### src/rtl/capchan_pkg.sv
`timescale 1ns/1ps
package capchan_pkg;

  // Polarity code {complementary polarity, polarity}
  typedef enum logic [1:0] {
    EDGE_RISE = 2'b00,
    EDGE_FALL = 2'b01,
    EDGE_RSVD = 2'b10,
    EDGE_BOTH = 2'b11
  } edge_code_e;

  localparam int POL_LANES = 2;   // lane 0: polarity, lane 1: complementary

  function automatic logic edge_hit(edge_code_e c, logic r, logic f);
    logic hit;
    case (c)
      EDGE_FALL: hit = f;
      EDGE_BOTH: hit = r | f;
      default:   hit = r;      // rising and the reserved code
    endcase
    return hit;
  endfunction

  function automatic logic gate_inv(edge_code_e c);
    return (c == EDGE_FALL);
  endfunction

endpackage

### src/rtl/capchan_regs.sv
`timescale 1ns/1ps
module capchan_regs #(
  parameter int LOCK_W   = 2,
  parameter int LOCK_MIN = 2
) (
  input  logic              clk,
  input  logic              rst,
  input  logic              wr_en,
  input  logic [1:0]        wr_pol_bits,   // [0] polarity, [1] complementary
  input  logic [1:0]        wr_en_bits,    // [0] enable, [1] complementary
  input  logic [LOCK_W-1:0] lock_lvl,
  input  logic              is_output,
  input  logic              preload_on,
  input  logic              commute,
  output logic [1:0]        pol_act,
  output logic [1:0]        en_act
);
  import capchan_pkg::*;

  logic locked;
  assign locked = (lock_lvl >= LOCK_W'(LOCK_MIN));

  for (genvar g = 0; g < POL_LANES; g++) begin : g_lane
    logic blk, wr_ok, sh_q, act_q;

    if (g == 0) begin : g_main
      assign blk = locked;
    end else begin : g_comp
      assign blk = locked & is_output;
    end

    assign wr_ok = wr_en & ~blk;

    always_ff @(posedge clk) begin
      if (rst) begin
        sh_q  <= 1'b0;
        act_q <= 1'b0;
      end else begin
        if (preload_on && commute)
          act_q <= sh_q;                 // previous shadow value
        else if (!preload_on && wr_ok)
          act_q <= wr_pol_bits[g];
        if (wr_ok)
          sh_q <= wr_pol_bits[g];
      end
    end

    assign pol_act[g] = act_q;
  end

  always_ff @(posedge clk) begin
    if (rst)        en_act <= 2'b00;
    else if (wr_en) en_act <= wr_en_bits;
  end

endmodule

### src/rtl/capchan_edge.sv
`timescale 1ns/1ps
module capchan_edge (
  input  logic clk,
  input  logic rst,
  input  logic din,
  output logic rise,
  output logic fall
);
  logic prev_q, vld_q;

  always_ff @(posedge clk) begin
    if (rst) begin
      prev_q <= 1'b0;
      vld_q  <= 1'b0;
    end else begin
      prev_q <= din;
      vld_q  <= 1'b1;
    end
  end

  assign rise = vld_q &  din & ~prev_q;
  assign fall = vld_q & ~din &  prev_q;

endmodule

### src/rtl/capchan_sel.sv
`timescale 1ns/1ps
module capchan_sel
  import capchan_pkg::*;
#(
  parameter int CNT_W = 16
) (
  input  logic             clk,
  input  logic             rst,
  input  edge_code_e       code,
  input  logic             cap_en,
  input  logic             is_output,
  input  logic             rise,
  input  logic             fall,
  input  logic             din,
  input  logic [CNT_W-1:0] cnt,
  input  logic             oc_ref,
  input  logic             ocn_ref,
  input  logic             pol,
  input  logic             npol,
  output logic             trig_o,
  output logic             gate_o,
  output logic             cap_stb_o,
  output logic [CNT_W-1:0] cap_val_o,
  output logic             oc_o,
  output logic             ocn_o
);
  logic trig_c, take_c;

  assign trig_c = edge_hit(code, rise, fall);
  assign take_c = trig_c & cap_en & ~is_output;

  always_ff @(posedge clk) begin
    if (rst) begin
      trig_o    <= 1'b0;
      gate_o    <= 1'b0;
      cap_stb_o <= 1'b0;
      cap_val_o <= '0;
      oc_o      <= 1'b0;
      ocn_o     <= 1'b0;
    end else begin
      trig_o    <= trig_c;
      gate_o    <= din ^ gate_inv(code);
      cap_stb_o <= take_c;
      if (take_c) cap_val_o <= cnt;
      oc_o      <= oc_ref  ^ pol;
      ocn_o     <= ocn_ref ^ npol;
    end
  end

endmodule

### src/rtl/capchan_ctl.sv
`timescale 1ns/1ps
module capchan_ctl
  import capchan_pkg::*;
#(
  parameter int CNT_W    = 16,
  parameter int LOCK_W   = 2,
  parameter int LOCK_MIN = 2
) (
  input  logic              clk,
  input  logic              rst,
  input  logic              wr_en,
  input  logic              wr_pol,
  input  logic              wr_npol,
  input  logic              wr_oen,
  input  logic              wr_noen,
  input  logic [LOCK_W-1:0] lock_lvl,
  input  logic              is_output,
  input  logic              preload_on,
  input  logic              commute,
  input  logic              sig_in,
  input  logic [CNT_W-1:0]  cnt_in,
  input  logic              oc_ref,
  input  logic              ocn_ref,
  output logic              trig_o,
  output logic              gate_o,
  output logic              cap_stb_o,
  output logic [CNT_W-1:0]  cap_val_o,
  output logic              oc_o,
  output logic              ocn_o,
  output logic              pol_o,
  output logic              npol_o,
  output logic              oen_o,
  output logic              noen_o
);
  logic [1:0] pol_act, en_act;
  logic       rise, fall;
  edge_code_e code;

  capchan_regs #(.LOCK_W(LOCK_W), .LOCK_MIN(LOCK_MIN)) u_regs (
    .clk        (clk),
    .rst        (rst),
    .wr_en      (wr_en),
    .wr_pol_bits({wr_npol, wr_pol}),
    .wr_en_bits ({wr_noen, wr_oen}),
    .lock_lvl   (lock_lvl),
    .is_output  (is_output),
    .preload_on (preload_on),
    .commute    (commute),
    .pol_act    (pol_act),
    .en_act     (en_act)
  );

  capchan_edge u_edge (
    .clk  (clk),
    .rst  (rst),
    .din  (sig_in),
    .rise (rise),
    .fall (fall)
  );

  assign code = edge_code_e'({pol_act[1], pol_act[0]});

  capchan_sel #(.CNT_W(CNT_W)) u_sel (
    .clk       (clk),
    .rst       (rst),
    .code      (code),
    .cap_en    (en_act[0]),
    .is_output (is_output),
    .rise      (rise),
    .fall      (fall),
    .din       (sig_in),
    .cnt       (cnt_in),
    .oc_ref    (oc_ref),
    .ocn_ref   (ocn_ref),
    .pol       (pol_act[0]),
    .npol      (pol_act[1]),
    .trig_o    (trig_o),
    .gate_o    (gate_o),
    .cap_stb_o (cap_stb_o),
    .cap_val_o (cap_val_o),
    .oc_o      (oc_o),
    .ocn_o     (ocn_o)
  );

  assign pol_o  = pol_act[0];
  assign npol_o = pol_act[1];
  assign oen_o  = en_act[0];
  assign noen_o = en_act[1];

endmodule

### config.mk
export PLATFORM = sky130hd
export DESIGN_NAME = capchan_ctl
export DESIGN_NICKNAME = d
export VERILOG_FILES = /design/src/rtl/capchan_pkg.sv /design/src/rtl/capchan_regs.sv /design/src/rtl/capchan_edge.sv /design/src/rtl/capchan_sel.sv /design/src/rtl/capchan_ctl.sv
export SDC_FILE = /design/constraint.sdc
export NUM_CORES = 1
export LEC_CHECK = 0
export ABC_AREA = 0
export BUFFER_PORTS_ARGS = -buffer_cell sky130_fd_sc_hd__buf_2
export CAP_MARGIN = 25
export CORE_UTILIZATION = 40
export CTS_CLUSTER_SIZE = 16
export DETAILED_ROUTE_END_ITERATION = 10
export PLACE_DENSITY = 0.72
export SLEW_MARGIN = 0
export SYNTH_ARGS = -nofsm -noshare
export SYNTH_HDL_FRONTEND = slang
export SYNTH_SLANG_ARGS = --single-unit
### constraint.sdc
create_clock -name clk -period 1.2 [get_ports clk]
set_input_delay 0.24 -clock clk [delete_from_list [all_inputs] [get_ports clk]]
set_output_delay 0.24 -clock clk [all_outputs]
set_load 0.05 [all_outputs]
==> results of run 1 <==
==> state kept, by name (all words and copies together), names as in the netlist, 2 cells and up <==
signal / count
u_regs.en_act: 2
u_regs.g_lane.act_q: 2
u_regs.g_lane.sh_q: 2
u_sel.cap_val_o: 16
==> layout make-up <==
| cell class | count | area [um^2] |
|---|---|---|
| fill | 251 | 1130 |
| sequential | 29 | 588 |
| multi-input combinational | 83 | 504 |
| timing repair buffer | 63 | 412 |
| clock buffer | 8 | 48.8 |
| tap | 31 | 38.8 |
| inverter | 2 | 7.51 |
==> report_power, final <==
part	switching [mW]	internal (mW)
Combinational	0.179	0.132
Sequential	0.0144	0.990
Clock	0.288	0.233
Total	0.482	1.36
==> critical path, stage by stage (launching register included) <==
cell	delay (ns)
dfxtp_4	0.35
nor2b_4	0.12
o31ai_2	0.19
and4b_1	0.27
buf_12	0.18
mux2i_1	0.20
==> final timing paths <==
path / startpoint / endpoint / slack (ns)
min reg2reg: u_sel.cap_val_o[5] / u_sel.cap_val_o[5] / 0.46
max reg2reg: u_regs.g_lane[0].act_q / u_sel.cap_val_o[9] / -0.19
max: u_regs.g_lane[0].act_q / u_sel.cap_val_o[9] / -0.19
min: is_output / u_sel.cap_stb_o / 0.13
==> cells by family after synthesis <==
| logic type | count (synthesis) | share of synthesized area [%] |
|---|---|---|
| AOI/OAI and AO/OA | 6 | 3.94 |
| xor gates and xnor gates | 3 | 2.30 |
| buffers and inverters | 9 | 5.04 |
| DFF | 29 | 50.8 |
| muxes | 19 | 16.6 |
| and+or+nand+nor | 55 | 21.2 |
==> per-layer routing <==
layer  GRT usage [%]  vias up  wire length [um]
met4            7.50        0                36
met3            6.09        5               157
met5               0        -                 0
li1                -      525                 -
met1            20.1      453              1020
met2            29.1       41              1140
==> metrics by stage <==
step / power, mW / std cells / area, um^2 / util, % / TNS [ns]
finish: 1.84 / 216 / 1600 / 58.5 / -2.84
global route: 1.96 / 216 / 1600 / 58.5 / -4.11
CTS: 1.87 / 215 / 1570 / 57.5 / -3.10
detailed placement: 1.32 / 206 / 1490 / 54.4 / -2.86
global placement: 1.30 / 206 / 1490 / 54.4 / -2.54
floorplan: 1.20 / 121 / 1150 / - / -3.28
==> layout by cell type (no fill, tap or decap), drive strengths merged <==
cell	n
nand2	37
dfxtp	29
nor4b	1
inv	2
nand3b	1
nor3	1
nand3	2
buf	57
o32ai	1
o211ai	1
o31ai	1
mux2i	19
nor2b	1
nand2b	1
nand4b	1
nor2	9
xnor2	3
and4b	1
a21oi	1
clkbuf	14
o21ai	1
a31oi	1
==> what timing repair did <==
action	in CTS	in global routing
setup endpoints to repair	19	25
hold buffers	0	0
setup buffers	1	2
cloned	0	0
gates resized for setup	9	8
==> run_summary.xml, run 1 <==
<?xml version="1.0" encoding="UTF-8"?>
<metrics>
  <group name="timing">
    <metric name="grt_setup_unrepaired" unit="">yes</metric>
    <metric name="worstMarginPinSlew" unit="ns">0.240</metric>
    <metric name="clock_skew" unit="ns">0.00429</metric>
    <metric name="timing.final.hold_violations" unit="">0</metric>
    <metric name="setup_viol" unit="">17</metric>
    <metric name="timing.final.crit_period" unit="ns">1.39</metric>
    <metric name="timing.final.ws_setup" unit="ns">-0.191</metric>
    <metric name="maxClockFrequency" unit="GHz">0.719</metric>
    <metric name="timing.final.max_slew_violations" unit="">0</metric>
    <metric name="timing.hold.ws" unit="ns">0.128</metric>
    <metric name="relSlewSlack" unit="%">83.8</metric>
    <metric name="min_period_over_period" unit="%">116</metric>
  </group>
  <group name="final_layout">
    <metric name="areaGrowthSynthToFinish" unit="%">40.0</metric>
    <metric name="antenna-diode-count" unit="">0</metric>
    <metric name="drive_above_1_share" unit="%">39.5</metric>
    <metric name="layout.nets" unit="">215</metric>
  </group>
  <group name="worst_hold_path">
    <metric name="worst_hold_path_type" unit="">in2reg</metric>
    <metric name="hold_critical_path_depth" unit="">2</metric>
  </group>
  <group name="floorplanning">
    <metric name="fp.dieH" unit="um">55.4</metric>
    <metric name="io_pins" unit="">56</metric>
    <metric name="dieWidth" unit="um">55.4</metric>
    <metric name="die_area" unit="um^2">3070</metric>
    <metric name="core-area" unit="um^2">2730</metric>
    <metric name="floorplan.initialDensity" unit="%">41.8</metric>
    <metric name="placement_rows" unit="">19</metric>
  </group>
  <group name="logic_synthesis">
    <metric name="synth_seq_cells" unit="">29</metric>
    <metric name="netlist.area_leader.share" unit="%">50.8</metric>
    <metric name="most_common_library_cells_after_synthesis" unit="">37 x nand2_1, 29 x dfxtp_1, 19 x mux2i_1</metric>
    <metric name="yosys_warnings" unit="">0</metric>
    <metric name="synth_nets" unit="">152</metric>
    <metric name="cell_taking_the_most_area_after_synthesis" unit="">dfxtp_1</metric>
    <metric name="post_synth_inst_count" unit="">121</metric>
    <metric name="synth_ff_type" unit="">dfxtp_1</metric>
    <metric name="netlist_area_before_placement" unit="um^2">1140</metric>
    <metric name="largest_cells_by_area_after_synthesis" unit="">dfxtp_1 51%, mux2i_1 17%, nand2_1 12%</metric>
    <metric name="synth.distinct_cells" unit="">24</metric>
    <metric name="synth_enable_flop_cells" unit="">0</metric>
    <metric name="synth-async-reset-ratio" unit="%">0</metric>
    <metric name="synth_area_per_cell" unit="um^2">9.44</metric>
    <metric name="post-synth-top-count-cell" unit="">nand2_1</metric>
    <metric name="seq_area_frac_synth" unit="%">50.8</metric>
  </group>
  <group name="worst_setup_path">
    <metric name="worst_r2r_path_depth" unit="">5</metric>
    <metric name="cp_max_fo" unit="">16</metric>
    <metric name="category_of_the_most_critical_setup_path" unit="">reg2reg</metric>
    <metric name="data_required_time_at_the_worst_endpoint" unit="ns">1.43</metric>
    <metric name="crit_path_end_kind" unit="">flip-flop</metric>
    <metric name="arr_time_crit_path" unit="ns">1.63</metric>
    <metric name="critical_path_startpoint_category" unit="">flip-flop</metric>
  </group>
  <group name="detailed_routing">
    <metric name="drc" unit="">0</metric>
    <metric name="ant_nets" unit="">0</metric>
    <metric name="post_drt_via_cell_ratio" unit="">4.74</metric>
    <metric name="routed-via-count" unit="">1024</metric>
    <metric name="detail_route.wl_per_cell" unit="um">10.9</metric>
    <metric name="dr.first_iter.drc_count" unit="">47</metric>
    <metric name="detailedRoute.firstPassIterationCount" unit="">2</metric>
    <metric name="routed_wirelength" unit="um">2350</metric>
  </group>
  <group name="pwr">
    <metric name="maximum_resistive_drop_on_vdd" unit="mV">0.892</metric>
    <metric name="leakagePower" unit="nW">0.741</metric>
    <metric name="pwr_density_cell" unit="nW/um^2">1150</metric>
  </group>
  <group name="cts">
    <metric name="clk_latency" unit="ns">0.31</metric>
    <metric name="cts_sinks" unit="">29</metric>
    <metric name="clk_path_buf_depth" unit="">2</metric>
    <metric name="ctsRootBufferMaster" unit="">clkbuf_4</metric>
    <metric name="clkSlewWorstSetupHoldPaths" unit="ns">0.08</metric>
    <metric name="cts_buffers" unit="">5</metric>
    <metric name="cts_tree" unit="">built</metric>
    <metric name="ctsHtreeMaxLevel" unit="">2</metric>
  </group>
  <group name="placement">
    <metric name="port-buffer-count" unit="">54</metric>
    <metric name="dpl_worst_slack" unit="ns">-0.209</metric>
    <metric name="detailedPlacementHpwl" unit="um">1810</metric>
    <metric name="gp_congestion" unit="">0.692</metric>
  </group>
  <group name="global_route">
    <metric name="grt-ovfl-total" unit="">0</metric>
    <metric name="grt_max_degree" unit="">34</metric>
    <metric name="first_global_vias" unit="">1004</metric>
    <metric name="grt_util_all_layers" unit="%">17.4</metric>
    <metric name="grt_pass1_wl" unit="um">4170</metric>
    <metric name="antenna_found_initial" unit="">0</metric>
  </group>
  <group name="outcome">
    <metric name="violated_checks" unit="">negative setup slack</metric>
    <metric name="run_status" unit="">complete, but fails checks</metric>
  </group>
  <group name="job">
    <metric name="timing.max_cap.violations" unit="">0</metric>
  </group>
</metrics>
Note: power is estimated with default switching activity, not from simulation.
==> inputs of run 2 (changes only) <==
--- a/config.mk
+++ b/config.mk
@@ -8,9 +8,11 @@
 export ABC_AREA = 0
 export BUFFER_PORTS_ARGS = -buffer_cell sky130_fd_sc_hd__buf_2
 export CAP_MARGIN = 25
+export CORE_MARGIN = 8
 export CORE_UTILIZATION = 40
 export CTS_CLUSTER_SIZE = 16
 export DETAILED_ROUTE_END_ITERATION = 10
+export GPL_TIMING_DRIVEN = 0
 export PLACE_DENSITY = 0.72
 export SLEW_MARGIN = 0
 export SYNTH_ARGS = -nofsm -noshare
==> run 2 against run 1 <==
Against the previous run:
- highest routed layer unchanged
- critical endpoint is now u_sel.cap_val_o[10]
- register-to-register slack worse by 0.03 ns
- setup slack worse by 0.032 ns
- largest power group unchanged
- the run still ends with negative setup slack left
- design area up 5.0%
- clock-buffer cell count unchanged
- power up 4.2%
- global-route usage down 5.4 points
==> run_summary.xml, run 2 (synthesis results as in run 1) <==
<?xml version="1.0" encoding="UTF-8"?>
<metrics>
  <group name="outcome">
    <metric name="run_status" unit="">complete, but fails checks</metric>
    <metric name="violated_checks" unit="">negative setup slack</metric>
  </group>
  <group name="floorplanning">
    <metric name="dieWidth" unit="um">69.4</metric>
    <metric name="core-area" unit="um^2">2730</metric>
    <metric name="fp.dieH" unit="um">69.4</metric>
    <metric name="floorplan.initialDensity" unit="%">41.8</metric>
    <metric name="placement_rows" unit="">19</metric>
    <metric name="die_area" unit="um^2">4820</metric>
    <metric name="io_pins" unit="">56</metric>
  </group>
  <group name="cts">
    <metric name="ctsHtreeMaxLevel" unit="">2</metric>
    <metric name="ctsRootBufferMaster" unit="">clkbuf_4</metric>
    <metric name="cts_sinks" unit="">29</metric>
    <metric name="clkSlewWorstSetupHoldPaths" unit="ns">0.09</metric>
    <metric name="cts_tree" unit="">built</metric>
    <metric name="clk_latency" unit="ns">0.32</metric>
    <metric name="clk_path_buf_depth" unit="">2</metric>
    <metric name="cts_buffers" unit="">5</metric>
  </group>
  <group name="timing">
    <metric name="setup_viol" unit="">18</metric>
    <metric name="worstMarginPinSlew" unit="ns">0.432</metric>
    <metric name="timing.final.ws_setup" unit="ns">-0.223</metric>
    <metric name="relSlewSlack" unit="%">71.2</metric>
    <metric name="timing.setup.tns" unit="ns">-3.27</metric>
    <metric name="timing.final.max_slew_violations" unit="">0</metric>
    <metric name="maxClockFrequency" unit="GHz">0.703</metric>
    <metric name="timing.final.hold_violations" unit="">0</metric>
    <metric name="min_period_over_period" unit="%">119</metric>
    <metric name="grt_setup_unrepaired" unit="">yes</metric>
    <metric name="timing.hold.ws" unit="ns">0.138</metric>
    <metric name="timing.final.crit_period" unit="ns">1.42</metric>
    <metric name="clock_skew" unit="ns">0.00681</metric>
  </group>
  <group name="detailed_routing">
    <metric name="drc" unit="">0</metric>
    <metric name="routed_wirelength" unit="um">2860</metric>
    <metric name="maxUsedRoutingLayer" unit="">met4</metric>
    <metric name="met2RoutedLength" unit="um">1240</metric>
    <metric name="routedLengthMet1" unit="um">1270</metric>
    <metric name="ant_nets" unit="">0</metric>
    <metric name="dr.first_iter.drc_count" unit="">20</metric>
    <metric name="routed-via-count" unit="">1068</metric>
    <metric name="detail_route.wl_per_cell" unit="um">12.8</metric>
    <metric name="detailedRoute.firstPassIterationCount" unit="">6</metric>
    <metric name="post_drt_via_cell_ratio" unit="">4.79</metric>
    <metric name="route.met3.wl" unit="um">292</metric>
  </group>
  <group name="worst_hold_path">
    <metric name="worst_hold_path_type" unit="">in2reg</metric>
    <metric name="hold_start" unit="">is_output</metric>
    <metric name="hold_critical_path_depth" unit="">2</metric>
    <metric name="min_delay_worst_endpoint" unit="">u_sel.cap_stb_o</metric>
  </group>
  <group name="worst_setup_path">
    <metric name="crit-reg2reg-capture" unit="">u_sel.cap_val_o[10]</metric>
    <metric name="cp_max_fo" unit="">6</metric>
    <metric name="crit-reg2reg-launch" unit="">u_regs.g_lane[0].act_q</metric>
    <metric name="cpLargestDelayFamily" unit="">flip-flops</metric>
    <metric name="ff2ff_setup_slack" unit="ns">-0.22</metric>
    <metric name="critical_path_startpoint_category" unit="">flip-flop</metric>
    <metric name="cp.depth" unit="">6</metric>
    <metric name="arr_time_crit_path" unit="ns">1.67</metric>
    <metric name="critical_path.slowest_cell" unit="">dfxtp_4</metric>
    <metric name="data_required_time_at_the_worst_endpoint" unit="ns">1.45</metric>
    <metric name="critical_path.n_buffers_inverters" unit="">2</metric>
    <metric name="list_of_cells_traversed_by_the_critical_path" unit="">nor2b_4, o31ai_4, and4b_1, buf_6, clkbuf_16, mux2i_1</metric>
    <metric name="crit_path_end_kind" unit="">flip-flop</metric>
    <metric name="maximum_single_stage_delay_on_the_critical_path" unit="ns">0.36</metric>
    <metric name="worst_r2r_path_depth" unit="">6</metric>
    <metric name="category_of_the_most_critical_setup_path" unit="">reg2reg</metric>
  </group>
  <group name="pwr">
    <metric name="pwr-share-clk" unit="%">31.1</metric>
    <metric name="reported_net_switching_power" unit="uW">508</metric>
    <metric name="comb_power_share" unit="%">16.2</metric>
    <metric name="pwr_density_cell" unit="nW/um^2">1140</metric>
    <metric name="finalPower" unit="mW">1.91</metric>
    <metric name="leakagePower" unit="nW">0.772</metric>
    <metric name="p_seq_share" unit="%">52.7</metric>
    <metric name="sw_frac_of_total" unit="%">26.5</metric>
    <metric name="maximum_resistive_drop_on_vdd" unit="mV">0.920</metric>
    <metric name="internal" unit="mW">1.41</metric>
  </group>
  <group name="final_layout">
    <metric name="fin_util" unit="%">61.4</metric>
    <metric name="most_common_cell_after_layout_fill_and_taps_aside" unit="">buf_2</metric>
    <metric name="final.fill_count" unit="">252</metric>
    <metric name="drive_above_1_share" unit="%">40.6</metric>
    <metric name="registers.top_by_ff_count" unit="">u_sel.cap_val_o</metric>
    <metric name="layout.cell_area.non_filler" unit="um^2">1680</metric>
    <metric name="layout.cells.non_filler" unit="">223</metric>
    <metric name="layout_common_cells" unit="">39 x buf_2, 36 x nand2_1, 27 x dfxtp_1, 19 x mux2i_1, 15 x clkbuf_4</metric>
    <metric name="layout.nets" unit="">222</metric>
    <metric name="largest_register_ff_count" unit="">16</metric>
    <metric name="areaGrowthSynthToFinish" unit="%">47.0</metric>
    <metric name="antenna-diode-count" unit="">0</metric>
  </group>
  <group name="placement">
    <metric name="dpl.cell_count" unit="">205</metric>
    <metric name="dpl_worst_slack" unit="ns">-0.308</metric>
    <metric name="port-buffer-count" unit="">53</metric>
    <metric name="placed_cell_area" unit="um^2">1450</metric>
    <metric name="gp_congestion" unit="">0.726</metric>
    <metric name="detailedPlacementHpwl" unit="um">2210</metric>
  </group>
  <group name="global_route">
    <metric name="grt_pass1_wl" unit="um">4800</metric>
    <metric name="grt_max_degree" unit="">11</metric>
    <metric name="grt_util_all_layers" unit="%">12.0</metric>
    <metric name="grt-ovfl-total" unit="">0</metric>
    <metric name="first_global_vias" unit="">1120</metric>
    <metric name="antenna_found_initial" unit="">0</metric>
  </group>
  <group name="job">
    <metric name="timing.max_cap.violations" unit="">0</metric>
  </group>
</metrics>
run 2: changes by cell type in the layout (fill, tap and decap cells not counted), sizes merged:
cell    change
clkbuf     +10
buf         -3
run 2: what timing repair did:
| item | in CTS | in global routing |
|---|---|---|
| setup buffers | 7 | 2 |
| hold buffers | 0 | 0 |
| pin swaps | 1 | 2 |
| resized for setup | 7 | 14 |
| gates cloned | 0 | 1 |
| setup endpoints to repair | 21 | 28 |
run 2: power groups by stage:
stage | clock network (mW) | logic [mW] | registers (mW)
floorplan | 0 | 0.0944 | 1.11
CTS | 0.622 | 0.296 | 1.01
global placement | 0 | 0.262 | 1.03
global route | 0.666 | 0.337 | 1.01
finish | 0.595 | 0.310 | 1.01
detailed placement | 0 | 0.269 | 1.03
run 2: worst max-delay path by stage:
stage / startpoint / endpoint / slack, ns
5_1_grt: u_regs.g_lane[0].act_q / u_sel.cap_val_o[5] / -0.29
3_5_place_dp: u_regs.g_lane[0].act_q / u_sel.cap_val_o[7] / -0.31
4_1_cts: u_regs.g_lane[0].act_q / u_sel.cap_val_o[8] / -0.24
3_3_place_gp: u_regs.g_lane[0].act_q / u_sel.cap_val_o[11] / -0.27
6_report: u_regs.g_lane[0].act_q / u_sel.cap_val_o[10] / -0.22
2_1_floorplan: u_regs.g_lane[0].act_q / u_sel.cap_val_o[10] / -0.25
run 2: final cells by class:
class                           instances  area [um^2]  share of cell area, %
Timing Repair Buffer                   63          400                   23.8
Multi-Input combinational cell         83          536                   31.9
Buffer                                  7         50.0                   2.98
Inverter                                2         7.51                  0.447
Tap cell                               31         38.8                   2.31
Sequential cell                        29          588                   35.0
Clock buffer                            8         58.8                   3.50
run 2: metal layers:
layer	vias to the layer above	global-route usage [%]
li1	541	-
met1	467	12.3
met2	53	19.8
met3	7	6.44
met4	0	5.47
met5	-	0
run 2: worst register-to-register path, cell delays in order, from the launching register on:
cell	delay, ns
dfxtp_4	0.36
nor2b_4	0.13
o31ai_4	0.18
and4b_1	0.23
buf_6	0.14
clkbuf_16	0.15
mux2i_1	0.17
